## config.mk

```make
export PLATFORM = sky130hd
export DESIGN_NAME = ddr2_term_seq
export DESIGN_NICKNAME = d
export VERILOG_FILES = /design/src/rtl/ddr2_term_pkg.sv /design/src/rtl/ddr2_term_cfg_hold.sv /design/src/rtl/ddr2_term_odt_lane.sv /design/src/rtl/ddr2_term_pad_ctl.sv /design/src/rtl/ddr2_term_seq.sv
export SDC_FILE = /design/constraint.sdc
export NUM_CORES = 1
export LEC_CHECK = 0
export BUFFER_PORTS_ARGS = -buffer_cell sky130_fd_sc_hd__buf_2
export CAP_MARGIN = 20
export CORE_MARGIN = 3
export CORE_UTILIZATION = 55
export CTS_BUF_LIST = sky130_fd_sc_hd__clkbuf_4 sky130_fd_sc_hd__clkbuf_8 sky130_fd_sc_hd__clkbuf_16
export CTS_CLUSTER_SIZE = 24
export DETAILED_ROUTE_END_ITERATION = 7
export HOLD_SLACK_MARGIN = 0.06
export PLACE_DENSITY = 0.74
export SYNTH_ARGS = -nofsm -noshare
export SYNTH_HDL_FRONTEND = slang
export SYNTH_SLANG_ARGS = --single-unit
export TNS_END_PERCENT = 5
```

## constraint.sdc

```tcl
create_clock -name clk -period 5.1 [get_ports clk]
set_input_delay 0.51 -clock clk [delete_from_list [all_inputs] [get_ports clk]]
set_output_delay 0.51 -clock clk [all_outputs]
set_load 0.01 [all_outputs]
```

## src/rtl/ddr2_term_pkg.sv

```systemverilog
package ddr2_term_pkg;

    localparam int LAT_W = 3;

    typedef enum logic [1:0] {
        RTT_OFF  = 2'b00,
        RTT_60   = 2'b01,
        RTT_120  = 2'b10,
        RTT_RSVD = 2'b11
    } rtt_code_e;

    typedef struct packed {
        logic [LAT_W-1:0] wl;
        logic [LAT_W-1:0] cl;
        logic             bl8;
        rtt_code_e        rtt;
    } term_cfg_t;

    // Latencies below two behave as two.
    function automatic logic [LAT_W-1:0] lat_floor2(input logic [LAT_W-1:0] v);
        return (v < LAT_W'(2)) ? LAT_W'(2) : v;
    endfunction

    function automatic logic rtt_is_on(input rtt_code_e c);
        return (c == RTT_60) || (c == RTT_120);
    endfunction

endpackage

```

## src/rtl/ddr2_term_cfg_hold.sv

```systemverilog
module ddr2_term_cfg_hold
    import ddr2_term_pkg::*;
(
    input  logic      clk,
    input  logic      rst_n,
    input  logic      idle,
    input  term_cfg_t cfg_in,
    output term_cfg_t cfg_eff,
    output term_cfg_t cfg_q
);

    typedef struct packed {
        term_cfg_t cfg;
    } hold_st_t;

    hold_st_t st_d, st_q;

    always_comb begin
        st_d = st_q;
        if (idle) begin
            st_d.cfg = cfg_in;
        end
    end

    always_ff @(posedge clk) begin
        if (!rst_n) begin
            st_q.cfg.wl  <= LAT_W'(2);
            st_q.cfg.cl  <= LAT_W'(2);
            st_q.cfg.bl8 <= 1'b0;
            st_q.cfg.rtt <= RTT_OFF;
        end else begin
            st_q <= st_d;
        end
    end

    assign cfg_eff = st_d.cfg;
    assign cfg_q   = st_q.cfg;

endmodule

```

## src/rtl/ddr2_term_odt_lane.sv

```systemverilog
module ddr2_term_odt_lane #(
    parameter int SR_W  = 11,
    parameter int LEN_W = 4
) (
    input  logic             clk,
    input  logic             rst_n,
    input  logic             fire,
    input  logic [LEN_W-1:0] win_off,
    input  logic [LEN_W-1:0] win_len,
    output logic             odt,
    output logic             busy
);

    typedef struct packed {
        logic [SR_W-1:0] sr;
    } lane_st_t;

    lane_st_t        st_d, st_q;
    logic [SR_W-1:0] win_mask;

    always_comb begin
        win_mask = '0;
        for (int j = 0; j < SR_W; j++) begin
            if ((j >= int'(win_off)) && (j < int'(win_off) + int'(win_len))) begin
                win_mask[j] = 1'b1;
            end
        end
        st_d    = st_q;
        st_d.sr = {1'b0, st_q.sr[SR_W-1:1]} | (fire ? win_mask : '0);
    end

    always_ff @(posedge clk) begin
        if (!rst_n) begin
            st_q <= '0;
        end else begin
            st_q <= st_d;
        end
    end

    assign odt  = st_q.sr[0];
    assign busy = |st_q.sr;

endmodule

```

## src/rtl/ddr2_term_pad_ctl.sv

```systemverilog
module ddr2_term_pad_ctl
    import ddr2_term_pkg::*;
#(
    parameter int SR_W  = 11,
    parameter int RD_W  = 4,
    parameter int LEN_W = 4
) (
    input  logic             clk,
    input  logic             rst_n,
    input  logic             rd_fire,
    input  logic             wr_fire,
    input  logic [RD_W-1:0]  rd_len,
    input  logic [LEN_W-1:0] drv_off,
    input  logic [LEN_W-1:0] drv_len,
    input  rtt_code_e        rtt,
    output logic             term_en,
    output logic [1:0]       term_sel,
    output logic             busy
);

    typedef struct packed {
        logic [RD_W-1:0] rd_cnt;
        logic [SR_W-1:0] drv;
    } pad_st_t;

    pad_st_t         st_d, st_q;
    logic [RD_W-1:0] rd_dec;
    logic [SR_W-1:0] drv_mask;

    always_comb begin
        rd_dec   = (st_q.rd_cnt != '0) ? (st_q.rd_cnt - RD_W'(1)) : '0;
        drv_mask = '0;
        for (int j = 0; j < SR_W; j++) begin
            if ((j >= int'(drv_off)) && (j < int'(drv_off) + int'(drv_len))) begin
                drv_mask[j] = 1'b1;
            end
        end
        st_d        = st_q;
        st_d.rd_cnt = (rd_fire && (rd_len > rd_dec)) ? rd_len : rd_dec;
        st_d.drv    = {1'b0, st_q.drv[SR_W-1:1]} | (wr_fire ? drv_mask : '0);
    end

    always_ff @(posedge clk) begin
        if (!rst_n) begin
            st_q <= '0;
        end else begin
            st_q <= st_d;
        end
    end

    // Read window open, legal strength, and pads not driving write data.
    assign term_en  = (st_q.rd_cnt != '0) && rtt_is_on(rtt) && !st_q.drv[0];
    assign term_sel = term_en ? 2'(rtt) : 2'b00;
    assign busy     = (st_q.rd_cnt != '0) || (|st_q.drv);

endmodule

```

## src/rtl/ddr2_term_seq.sv

```systemverilog
module ddr2_term_seq
    import ddr2_term_pkg::*;
#(
    parameter int NUM_SLOTS = 2,
    parameter int MAX_BLH   = 4,
    parameter int SLOT_W    = $clog2(NUM_SLOTS)
) (
    input  logic                 clk,
    input  logic                 rst_n,
    input  logic                 cmd_valid,
    input  logic                 cmd_is_wr,
    input  logic [SLOT_W-1:0]    cmd_slot,
    input  logic [LAT_W-1:0]     cfg_wl,
    input  logic [LAT_W-1:0]     cfg_cl,
    input  logic                 cfg_bl8,
    input  logic [1:0]           cfg_rtt,
    output logic [NUM_SLOTS-1:0] odt_o,
    output logic                 pad_term_en_o,
    output logic [1:0]           pad_term_sel_o
);

    localparam int MAX_LAT = (1 << LAT_W) - 1;
    localparam int SR_W    = MAX_LAT + MAX_BLH;
    localparam int LEN_W   = $clog2(SR_W + 1);
    localparam int RD_W    = $clog2(MAX_LAT + MAX_BLH + 1);

    term_cfg_t            cfg_live, cfg_eff, cfg_q;
    logic                 cfg_idle;
    logic [NUM_SLOTS-1:0] lane_busy;
    logic                 pad_busy;
    logic                 wr_fire, rd_fire;
    logic [LEN_W-1:0]     blh, odt_off, odt_len;
    logic [RD_W-1:0]      rd_len;

    always_comb begin
        cfg_live.wl  = lat_floor2(cfg_wl);
        cfg_live.cl  = lat_floor2(cfg_cl);
        cfg_live.bl8 = cfg_bl8;
        cfg_live.rtt = rtt_code_e'(cfg_rtt);
    end

    assign cfg_idle = !(|lane_busy) && !pad_busy;
    assign wr_fire  = cmd_valid && cmd_is_wr;
    assign rd_fire  = cmd_valid && !cmd_is_wr;

    ddr2_term_cfg_hold u_cfg (
        .clk     (clk),
        .rst_n   (rst_n),
        .idle    (cfg_idle),
        .cfg_in  (cfg_live),
        .cfg_eff (cfg_eff),
        .cfg_q   (cfg_q)
    );

    assign blh     = cfg_eff.bl8 ? LEN_W'(MAX_BLH) : LEN_W'(MAX_BLH / 2);
    assign odt_off = LEN_W'(cfg_eff.wl) - LEN_W'(2);
    assign odt_len = blh + LEN_W'(2);
    assign rd_len  = RD_W'(cfg_eff.cl) + RD_W'(blh);

    for (genvar g = 0; g < NUM_SLOTS; g++) begin : g_lane
        ddr2_term_odt_lane #(
            .SR_W  (SR_W),
            .LEN_W (LEN_W)
        ) u_lane (
            .clk     (clk),
            .rst_n   (rst_n),
            .fire    (wr_fire && (cmd_slot != SLOT_W'(g))),
            .win_off (odt_off),
            .win_len (odt_len),
            .odt     (odt_o[g]),
            .busy    (lane_busy[g])
        );
    end

    ddr2_term_pad_ctl #(
        .SR_W  (SR_W),
        .RD_W  (RD_W),
        .LEN_W (LEN_W)
    ) u_pad (
        .clk      (clk),
        .rst_n    (rst_n),
        .rd_fire  (rd_fire),
        .wr_fire  (wr_fire),
        .rd_len   (rd_len),
        .drv_off  (LEN_W'(cfg_eff.wl)),
        .drv_len  (blh),
        .rtt      (cfg_q.rtt),
        .term_en  (pad_term_en_o),
        .term_sel (pad_term_sel_o),
        .busy     (pad_busy)
    );

endmodule

```

==> results.txt <==
----------------------------------------------------
[Global route]
  GR Layer Usage met3 ... 0.0554
  GRT Resource Usage Total ... 0.237
  GR met1 Demand/Resource ... 0.340
  Met2 Usage GRT ... 0.346
  Number of antenna violations at the first check in global routing ... 0
  Vias in the first global route ... 1867
  Gr ovfl total ... 0
  First-pass GRT wire length ... 9.28 mm
  Most congested layer reported by global routing ... met2
  Maximum number of pins on one net before global-route repair ... 34

[Place]
  Detailed placer's ending HPWL ... 4.15 mm
  IO buf count ... 18
  Routability-driven placement congestion ratio ... 0.886
  Post-placement cell count ... 326

[Floorplanning]
  Starting Density ... 0.576
  Vert. Die Dim ... 71.2 µm
  Floorplan core area ... 4060 µm²
  Boundary Pins ... 19
  Die boundary width ... 71.2 µm
  Die ar. ... 5070 µm²
  Number of core rows ... 23

[Synth]
  Post-synth EDFFs ... 0
  Area share of the largest cell type after synthesis ... 0.394
  Dominant register cell in the synthesized netlist ... dfxtp_1
  Sequential fraction of the synthesis area ... 0.394
  Post-synthesis sequential element count ... 46
  Cell count after synthesis ... 269
  Cell area after synthesis ... 2340 µm²
  Number of different library cells in the post-synthesis netlist ... 50
  Share of async-settable or async-resettable flops after synthesis ... 0
  Number of nets produced by synthesis ... 299
  Synthesis Warnings ... 0
  Synthesized area per cell ... 8.69 µm²
  Largest cells by area after synthesis ... dfxtp_1, ha_1, nand2_1
  Dominant cell type by area after synthesis ... dfxtp_1

[Clock network]
  CTS Sinks ... 46
  # resized after CTS ... 0
  CTS tree ... yes
  Total clock buffers created by CTS ... 5
  Clock Latency Late Sink ... 0.30 ns
  Maximum level of the CTS H-tree ... 2
  Post-CTS clock slew at the launch and capture registers of the worst setup and hold paths ... 0.08 ns
  Number of buffers between clock root and the deepest sink ... 2
  CTS Hold Bufs ... 0
  Setup Buffers After CTS ... 0
  Root buf cell ... clkbuf_8

[Routing]
  Post-detailed-routing wire length ... 5.56 mm
  Count of vias placed by the detailed router ... 2035
  Routed Antenna Nets ... 0
  Total iterations of the first detailed-routing run ... 6
  Routed wire per std cell ... 16.6 µm
  Drt first-iter violations ... 185
  Vias per inst ... 6.09
  Number of design rule violations left after detail routing ... 0

[Worst setup path]
  Sort of element at the start of the critical path ... register
  Data required time at the worst endpoint ... 5.29 ns
  Critical path data arrival time ... 4.76 ns
  Largest driver fanout on the critical path ... 9
  Critical Setup Path Class ... register to register
  Endpoint kind of the worst setup timing path ... register

[Timing]
  Total count of hold-check failures in the final report ... 0
  Post-Route Skew ... 0.00409 ns
  Unrepaired setup endpoints after global routing ... false
  Worst-case headroom to the max-slew limit ... 0.589
  Slew at the pin closest to its max-slew limit ... 0.617 ns
  Number of failing setup endpoints in the final timing report ... 0
  Hold_ws ... 0.442 ns
  Number of max-slew violations in the final report ... 0
  Max Clock Freq ... 219 MHz
  Crit path time final ... 4.56 ns
  Setup Total Neg Slack ... 0 ns
  Final worst-path cycle share ... 0.895

[Final layout]
  Diode insertion count for antenna repair ... 0
  Share of layout cells above drive strength 1 ... 0.144
  Area grow syn2layout ... 9.52%
  Final core area utilization ... 0.631
  Post-route insts no fill ... 334
  Commonest non-fill, non-tap cell in the layout ... dfxtp_1
  Final net count ... 313
  Leading cell types in the layout, fill and taps excluded ... dfxtp_1, nand2_1, nor2_1, buf_2

[Run]
  Count of max-cap constraint violations ... 0

[Min path]
  Hold Path Class ... input pin to register

[Outcome]
  Run status ... completed

----------------------------------------------------
## cells in the mapped netlist, drive strengths merged, types with 2 or more instances
master,n
a211oi,3
o211ai,3
a311oi,2
a21oi,13
o22ai,2
a21o,4
inv,11
o31ai,8
dfxtp,46
fa,3
nand4,3
buf,4
a22o,7
or2,5
nor2b,2
nor4,10
o311ai,2
nand2,34
mux2i,6
o2111ai,2
or3,2
or4,2
nor2,28
ha,13
nor3,9
nand3,2
o21ai,13
clkbuf,9
a32o,2
nand2b,2
xnor2,2
o21a,2
and2,6
## worst paths after layout
check                       startpoint                                   to  slack (ns)  cells after the start
min                         cfg_rtt[1]          u_cfg.cfg_q[1]$_SDFFE_PN0N_        0.44                      3
max          u_pad.st_q[11]$_SDFF_PN0_  g_lane[0].u_lane.st_q[6]$_SDFF_PN0_        0.54                     14
max reg2reg  u_pad.st_q[11]$_SDFF_PN0_  g_lane[0].u_lane.st_q[6]$_SDFF_PN0_        0.54                     14
min reg2reg   u_pad.st_q[8]$_SDFF_PN0_             u_pad.st_q[7]$_SDFF_PN0_        0.46                      2
## critical path, stage by stage, from the launching register on
cell and delay [ns]:
dfxtp_1 0.36, nor4_4 0.43, nand4_2 0.28, or3_1 0.58
mux2i_2 0.45, inv_2 0.11, ha_1 0.45, inv_1 0.10
xnor2_1 0.14, ha_1 0.23, fa_1 0.55, nor2_1 0.34
a21o_1 0.18, nor2_1 0.05, a22o_1 0.20
## flip-flops by register name (all words and copies together), names as in the netlist
| signal | count |
|---|---|
| u_pad.st_q | 15 |
| u_cfg.cfg_q | 9 |
| g_lane.u_lane.st_q | 22 |
## metrics by stage
step           worst slack (ns)  instance area [µm²]
6_report                  0.537                 2560
4_1_cts                   0.567                 2560
3_5_place_dp              0.587                 2450
3_3_place_gp              0.678                 2450
5_1_grt                   0.238                 2560
2_1_floorplan             0.977                 2340
## cell type report
class | count | area [µm²]
Fill cell | 351 | 1500
Clock inverter | 1 | 30.0
Tap cell | 50 | 62.6
Inverter | 11 | 41.3
Multi-Input combinational cell | 199 | 1320
Timing Repair Buffer | 20 | 105
Sequential cell | 46 | 921
Clock buffer | 7 | 83.8
## logic make-up after synthesis
logic type	synth area share
AND/OR/NAND/NOR	0.232
flip-flops	0.394
multiplexers	0.0337
adder cells (fa/ha/maj)	0.0952
buffers and inverters	0.0428
AO/OA/AOI/OAI	0.195
XOR/XNOR	0.00749
## routing by layer
layer | wire length, µm | share of wire | vias up
met2 | 2440 | 0.44 | 77
met5 | 0 | 0 | -
li1 | - | - | 986
met1 | 2610 | 0.47 | 956
met3 | 380 | 0.068 | 16
met4 | 131 | 0.024 | 0
Power is not shown: default switching activity piles up to over one toggle a cycle in this logic, so the estimate is an artifact.
